[config.mk]
export PLATFORM = sky130hd
export DESIGN_NAME = nmi_escalator
export DESIGN_NICKNAME = d
export VERILOG_FILES = /design/src/rtl/nmi_esc_pkg.sv /design/src/rtl/nmi_esc_flags.sv /design/src/rtl/nmi_esc_wdog.sv /design/src/rtl/nmi_esc_regs.sv /design/src/rtl/nmi_escalator.sv
export SDC_FILE = /design/constraint.sdc
export NUM_CORES = 1
export LEC_CHECK = 0
export ABC_AREA = 1
export ABC_CLOCK_PERIOD_IN_PS = 2029
export BUFFER_PORTS_ARGS = -buffer_cell sky130_fd_sc_hd__buf_2
export CAP_MARGIN = 25
export CORE_ASPECT_RATIO = 0.8
export CORE_MARGIN = 4
export CORE_UTILIZATION = 54
export DETAILED_ROUTE_END_ITERATION = 8
export MAX_ROUTING_LAYER = met4
export PLACE_DENSITY_LB_ADDON = 0.12
export SLEW_MARGIN = 0
export SYNTH_ARGS = -nofsm -noshare
export SYNTH_HDL_FRONTEND = slang
export SYNTH_SLANG_ARGS = --single-unit
[constraint.sdc]
create_clock -name clk_i -period 2.03 [get_ports clk_i]
set_input_delay 0.406 -clock clk_i [delete_from_list [all_inputs] [get_ports clk_i]]
set_output_delay 0.406 -clock clk_i [all_outputs]
set_load 0.02 [all_outputs]
[src/rtl/nmi_esc_pkg.sv]
package nmi_esc_pkg;
  typedef enum logic [2:0] {
    SEL_CTRL   = 3'd0,
    SEL_SRCEN  = 3'd1,
    SEL_PEND   = 3'd2,
    SEL_ACK    = 3'd3,
    SEL_PERIOD = 3'd4,
    SEL_COUNT  = 3'd5,
    SEL_RSV6   = 3'd6,
    SEL_RSV7   = 3'd7
  } reg_sel_e;
endpackage

[src/rtl/nmi_esc_flags.sv]
module nmi_esc_flags #(
  parameter int N_SRC = 8
) (
  input  logic             clk_i,
  input  logic             rst_i,
  input  logic [N_SRC-1:0] err_i,
  input  logic [N_SRC-1:0] srcen_i,
  input  logic [N_SRC-1:0] ack_i,
  output logic [N_SRC-1:0] flag_o
);
  logic [N_SRC-1:0] flag_q;
  logic [N_SRC-1:0] flag_d;

  // set has priority over acknowledge
  always_comb begin
    for (int k = 0; k < N_SRC; k++) begin
      if (err_i[k] && srcen_i[k])
        flag_d[k] = 1'b1;
      else if (ack_i[k])
        flag_d[k] = 1'b0;
      else
        flag_d[k] = flag_q[k];
    end
  end

  always_ff @(posedge clk_i) begin
    if (rst_i) flag_q <= '0;
    else       flag_q <= flag_d;
  end

  assign flag_o = flag_q;
endmodule

[src/rtl/nmi_esc_wdog.sv]
module nmi_esc_wdog #(
  parameter int N_SRC     = 8,
  parameter int CNT_W     = 16,
  parameter int RST_PULSE = 4
) (
  input  logic             clk_i,
  input  logic             rst_i,
  input  logic             en_i,
  input  logic [N_SRC-1:0] flag_i,
  input  logic [CNT_W-1:0] period_i,
  output logic [CNT_W-1:0] cnt_o,
  output logic             nmi_o,
  output logic             rst_req_o
);
  localparam int PW = $clog2(RST_PULSE + 1);

  logic             armed;
  logic             trip;
  logic [CNT_W-1:0] cnt_q;
  logic             tripped_q;
  logic [PW-1:0]    pulse_q;
  logic             nmi_q;

  assign armed = en_i && (|flag_i);
  assign trip  = armed && (cnt_q >= period_i) && !tripped_q;

  // escalation counter: runs only while armed, parks at the period
  always_ff @(posedge clk_i) begin
    if (rst_i || !armed)
      cnt_q <= '0;
    else if (cnt_q < period_i)
      cnt_q <= cnt_q + 1'b1;
  end

  // one trip per armed episode
  always_ff @(posedge clk_i) begin
    if (rst_i || !armed) tripped_q <= 1'b0;
    else if (trip)       tripped_q <= 1'b1;
  end

  always_ff @(posedge clk_i) begin
    if (rst_i)                pulse_q <= '0;
    else if (trip)            pulse_q <= PW'(RST_PULSE);
    else if (pulse_q != '0)   pulse_q <= pulse_q - 1'b1;
  end

  always_ff @(posedge clk_i) begin
    if (rst_i) nmi_q <= 1'b0;
    else       nmi_q <= armed;
  end

  assign cnt_o     = cnt_q;
  assign nmi_o     = nmi_q;
  assign rst_req_o = (pulse_q != '0);
endmodule

[src/rtl/nmi_esc_regs.sv]
module nmi_esc_regs
  import nmi_esc_pkg::*;
#(
  parameter int N_SRC      = 8,
  parameter int CNT_W      = 16,
  parameter int DATA_W     = 32,
  parameter int DEF_PERIOD = 1000
) (
  input  logic              clk_i,
  input  logic              rst_i,
  input  logic              wr_en_i,
  input  logic [2:0]        wr_addr_i,
  input  logic [DATA_W-1:0] wr_data_i,
  input  logic [2:0]        rd_addr_i,
  input  logic [N_SRC-1:0]  flag_i,
  input  logic [CNT_W-1:0]  cnt_i,
  output logic              en_o,
  output logic [N_SRC-1:0]  srcen_o,
  output logic [CNT_W-1:0]  period_o,
  output logic [N_SRC-1:0]  ack_o,
  output logic [DATA_W-1:0] rd_data_o
);
  reg_sel_e          wr_sel;
  reg_sel_e          rd_sel;
  logic              en_q;
  logic [N_SRC-1:0]  srcen_q;
  logic [CNT_W-1:0]  period_q;
  logic [DATA_W-1:0] rd_d;
  logic [DATA_W-1:0] rd_q;

  assign wr_sel = reg_sel_e'(wr_addr_i);
  assign rd_sel = reg_sel_e'(rd_addr_i);

  // global enable: write-one-to-set, cleared by reset only
  always_ff @(posedge clk_i) begin
    if (rst_i)
      en_q <= 1'b0;
    else if (wr_en_i && wr_sel == SEL_CTRL && wr_data_i[0])
      en_q <= 1'b1;
  end

  always_ff @(posedge clk_i) begin
    if (rst_i)
      srcen_q <= '1;
    else if (wr_en_i && wr_sel == SEL_SRCEN)
      srcen_q <= wr_data_i[N_SRC-1:0];
  end

  always_ff @(posedge clk_i) begin
    if (rst_i)
      period_q <= CNT_W'(DEF_PERIOD);
    else if (wr_en_i && wr_sel == SEL_PERIOD)
      period_q <= wr_data_i[CNT_W-1:0];
  end

  assign ack_o = (wr_en_i && wr_sel == SEL_ACK) ? wr_data_i[N_SRC-1:0] : '0;

  always_comb begin
    rd_d = '0;
    case (rd_sel)
      SEL_CTRL:   rd_d[0]          = en_q;
      SEL_SRCEN:  rd_d[N_SRC-1:0]  = srcen_q;
      SEL_PEND:   rd_d[N_SRC-1:0]  = flag_i;
      SEL_PERIOD: rd_d[CNT_W-1:0]  = period_q;
      SEL_COUNT:  rd_d[CNT_W-1:0]  = cnt_i;
      default:    rd_d             = '0;
    endcase
  end

  always_ff @(posedge clk_i) begin
    if (rst_i) rd_q <= '0;
    else       rd_q <= rd_d;
  end

  assign en_o      = en_q;
  assign srcen_o   = srcen_q;
  assign period_o  = period_q;
  assign rd_data_o = rd_q;
endmodule

[src/rtl/nmi_escalator.sv]
module nmi_escalator #(
  parameter int N_SRC      = 8,
  parameter int CNT_W      = 16,
  parameter int DATA_W     = 32,
  parameter int DEF_PERIOD = 1000,
  parameter int RST_PULSE  = 4
) (
  input  logic              clk_i,
  input  logic              rst_i,
  input  logic [N_SRC-1:0]  err_i,
  input  logic              wr_en_i,
  input  logic [2:0]        wr_addr_i,
  input  logic [DATA_W-1:0] wr_data_i,
  input  logic [2:0]        rd_addr_i,
  output logic [DATA_W-1:0] rd_data_o,
  output logic              nmi_o,
  output logic              rst_req_o
);
  logic              en_q;
  logic [N_SRC-1:0]  srcen_q;
  logic [CNT_W-1:0]  period_q;
  logic [N_SRC-1:0]  ack_mask;
  logic [N_SRC-1:0]  flag_q;
  logic [CNT_W-1:0]  cnt_q;

  nmi_esc_regs #(
    .N_SRC(N_SRC), .CNT_W(CNT_W), .DATA_W(DATA_W), .DEF_PERIOD(DEF_PERIOD)
  ) u_regs (
    .clk_i     (clk_i),
    .rst_i     (rst_i),
    .wr_en_i   (wr_en_i),
    .wr_addr_i (wr_addr_i),
    .wr_data_i (wr_data_i),
    .rd_addr_i (rd_addr_i),
    .flag_i    (flag_q),
    .cnt_i     (cnt_q),
    .en_o      (en_q),
    .srcen_o   (srcen_q),
    .period_o  (period_q),
    .ack_o     (ack_mask),
    .rd_data_o (rd_data_o)
  );

  nmi_esc_flags #(.N_SRC(N_SRC)) u_flags (
    .clk_i   (clk_i),
    .rst_i   (rst_i),
    .err_i   (err_i),
    .srcen_i (srcen_q),
    .ack_i   (ack_mask),
    .flag_o  (flag_q)
  );

  nmi_esc_wdog #(
    .N_SRC(N_SRC), .CNT_W(CNT_W), .RST_PULSE(RST_PULSE)
  ) u_wdog (
    .clk_i     (clk_i),
    .rst_i     (rst_i),
    .en_i      (en_q),
    .flag_i    (flag_q),
    .period_i  (period_q),
    .cnt_o     (cnt_q),
    .nmi_o     (nmi_o),
    .rst_req_o (rst_req_o)
  );
endmodule

==> results.md <==
* Status: completed
* Worst-case reg-to-reg path depth at 9
* Critical Path Start Type: flop
* Leakage at 1.907 nW
* Drt initial violations at 189
* Async S/R FF share, synth at 0%
* Hold path depth at 3
* Worst-Margin Slew at 0.6216 ns
* Mux cell area share after synthesis at 0%
* Sw Share at 27.49%
* Detailed-route via count at 3,292
* Hold WS at 0.2578 ns
* Vias in the first global route at 2,964
* Seq cells post-synth at 70
* Setup WS pre-CTS at 0.2339 ns
* TritonCTS clock tree: yes
* Main combinational cell family by area after synthesis: simple AND/OR/NAND/NOR gates
* Clock slew at reported path FFs at 0.08 ns
* Resized cells post-CTS at 0
* Root buffer cell: clkbuf_8
* Syn_area_per_cell at 7.614 um2
* Power share of the clock group at 40.8%
* Remaining global-route overflow at 0
* Synth Area in XOR/XNOR at 3.587%
* Worst hold start: wr_data_i[8]
* Worst-path fanout max at 4
* Peak VDD IR at 0.0006259 V
* Final Power at 3.215 mW
* Yosys warning total at 0
* Simple-gate share of the synthesized area at 24.12%
* DR WL/cell at 13.81 um
* Clock Skews at 0.008601 ns
* Share of cells above drive strength 1 at 22.00%
* Fin nets at 614
* Flop pwr share at 45.9%
* Final count of hold timing violations at 0
* RSZ-0062 raised after global routing: false
* Worst path cell trace: inv_1 > ha_1 > ha_1 > inv_1 > buf_2
* Normalized max-slew margin at 58.52%
* Min-delay worst type: in2reg
* Vias/cell at 5.192
* Ant diodes at 0
* Sequential area share after synthesis at 38.26%
* Main synth FF type: dfxtp_1
* Crit Path Class: reg2out
* Post-Syn Area at 0.003662 mm2
* Worst Path Required at 1.62 ns
* CP endpoint kind: output pin
* Hold buffers post-CTS at 0
* Pint at 2.331 mW
* Reg2reg end: u_wdog.cnt_o[5]
* Fin crit period at 1.849 ns
* P_sw at 0.8838 mW
* Fin crit share at 91.07%
* Largest stage delay, worst path at 0.35 ns
* Gate power share at 13.3%
* Reg2reg start: u_regs.period_o[7]
* Later-pin clock latency in the skew report at 0.36 ns
* Total Routing Usage GR at 22.65%
* Slowest CP cell: dfxtp_1
* Post-synth EDFFs at 0
* Crit-path leading delay family: adder cells
* Max Buffers Root-to-Sink at 2
* H-tree depth at 3
* Buf+Inv Stages, Crit Path at 3
* Post-CTS setup buffer count at 0
* Initial antenna violation count at 0
* PnR worst setup slack at 0.1813 ns
* Die area at 0.008172 mm2
* Largest net degree at the start of global routing at 18
* Drt pass-1 iters at 4
* Reg2Reg Setup Slack at 0.20 ns
* Ports at 83
* Final Wtd Congestion at 0.8467
* Setup violations, final at 0
* Fmax at 0.5409 GHz
* Synth Area in Compound Gates at 14.69%
* Std-Cell Core Area at 0.006474 mm2
* Setup TNS at 0 ns
* Chip width at 100.1 um
* Die height at 81.66 um
* CTS Buf Count at 9
* IO Port Bufs at 50
* Final ANT Viol Nets at 0
* First-pass GRT wire length at 14,080 um
* Slew Limit Fails at 0
* Clk sink count at 70
* Hold EP: u_regs.period_o[8]
* Synthesis-to-finish area growth at 15.92%
* Count of different cell masters after synthesis at 32
* Row count at 26
* Post-Synth Adder-Cell Area at 6.833%
* Crit path arrival time at 1.44 ns
* Starting Density at 56.57%
* DRC Markers at 0
* Final wirelength at 8754 um
* Gate Count Post-Synth at 481
* Cell Pwr Density at 757.2 mW/mm2
* Max-cap violations at 0
* Dpl hpwl at 6650 um
[cell type report]
type | count | area, um2
sequential | 70 | 1401
clock buffer | 10 | 137.6
clock inverter | 6 | 93.84
inverter | 67 | 254.0
tap | 84 | 105.1
timing repair buffer | 67 | 390.4
multi-input combinational | 330 | 1863
fill | 586 | 2228
[worst max-delay path by stage]
stage / start / endpoint / slack (ns) / cells past startpoint
2_1_floorplan: u_regs.period_o[15] / u_wdog.cnt_o[1] / 0.41 / 12
3_3_place_gp: u_regs.period_o[7] / u_wdog.cnt_o[2] / 0.27 / 9
3_5_place_dp: u_regs.period_o[15] / u_wdog.cnt_o[5] / 0.23 / 11
4_1_cts: u_wdog.pulse_q[0] / rst_req_o / 0.16 / 5
5_1_grt: u_regs.period_o[15] / u_wdog.cnt_o[5] / 0.03 / 9
6_report: u_wdog.pulse_q[0] / rst_req_o / 0.18 / 5
[worst reg2reg max path: stages, from the launching register on]
cell,delay [ns]
dfxtp_1,0.34
inv_1,0.08
ha_1,0.32
nand4_1,0.22
nor2_2,0.18
nand2_2,0.08
nand3_4,0.16
buf_4,0.19
nand2_1,0.06
a21oi_1,0.14
[layer usage]
metal / vias to the layer above / GRT usage, % / wire length [um]
met2: 104 / 32.62 / 3703
met1: 1504 / 31.01 / 4355
met3: 11 / 6.112 / 588
met4: 0 / 7.133 / 106
met5: - / - / 0
li1: 1673 / - / -
[cells in the mapped netlist (4+ instances only)]
cell	n	area share [%]
inv_2	5	0.51
nand2_1	94	9.6
nor3_2	4	1.1
buf_4	16	3.3
o211ai_1	7	1.4
a21oi_2	9	2.2
nand3_1	29	4.0
ha_1	20	6.8
a21oi_1	29	4.0
buf_2	7	0.96
nor3_1	8	1.1
xor2_1	15	3.6
nand2_2	12	2.0
inv_1	61	6.3
a221oi_1	7	1.7
nor2_1	38	3.9
dfxtp_1	70	38
o22ai_1	16	2.7
o21ai_0	15	2.0
[cell usage in the layout (no fill, tap or decap), types with 2 or more instances in the layout]
master     instances
o21ai_0           15
xor2_1            15
nand3_1           29
o22ai_1           16
buf_4             16
a221oi_1           7
ha_1              20
a21oi_2            9
buf_2             50
clkbuf_8          10
conb_1            16
inv_1             61
clkinv_4           2
nor2_2             3
nand2_2           12
inv_2              5
nor3_2             4
nor2_1            38
a21oi_1           29
nor3_1             8
nand4_1            2
bufinv_16          2
o211ai_1           7
dfxtp_1           70
nand2_1           94
[per-stage QoR]
| step | area (um2) | util (%) | cells |
|---|---|---|---|
| after floorplan | 3719 | - | 496 |
| after global placement | 4014 | 62.00 | 618 |
| after detailed placement | 4014 | 62.00 | 618 |
| after CTS | 4245 | 65.58 | 634 |
| after global routing | 4245 | 65.58 | 634 |
| final | 4245 | 65.58 | 634 |
[kinds of logic (layout without fill, tap and decap cells)]
family                     after synthesis  count (layout)
adders and majority gates               20              20
buffers and inverters                   96             150
DFF                                     70              70
other                                    1              16
AOI/OAI and AO/OA                       85              85
xor gates and xnor gates                15              15
and+or+nand+nor                        194             194
[power by group through the flow]
stage | clock, mW | combinational, mW | sequential, mW
after floorplan | 0 | 0.317 | 1.51
after global placement | 0 | 0.417 | 1.50
after detailed placement | 0 | 0.429 | 1.51
after CTS | 1.33 | 0.432 | 1.47
after global routing | 1.39 | 0.496 | 1.48
final | 1.31 | 0.429 | 1.47
[sequential cells by signal, indices dropped and copies added, names as in the netlist]
signal	count
u_regs.period_o	16
u_wdog.tripped_q	1
u_wdog.pulse_q	3
u_wdog.cnt_o	16
u_flags.flag_o	8
u_regs.rd_data_o	16
u_wdog.nmi_o	1
u_regs.en_o	1
u_regs.srcen_o	8
Power figures use the tool's default switching activity.
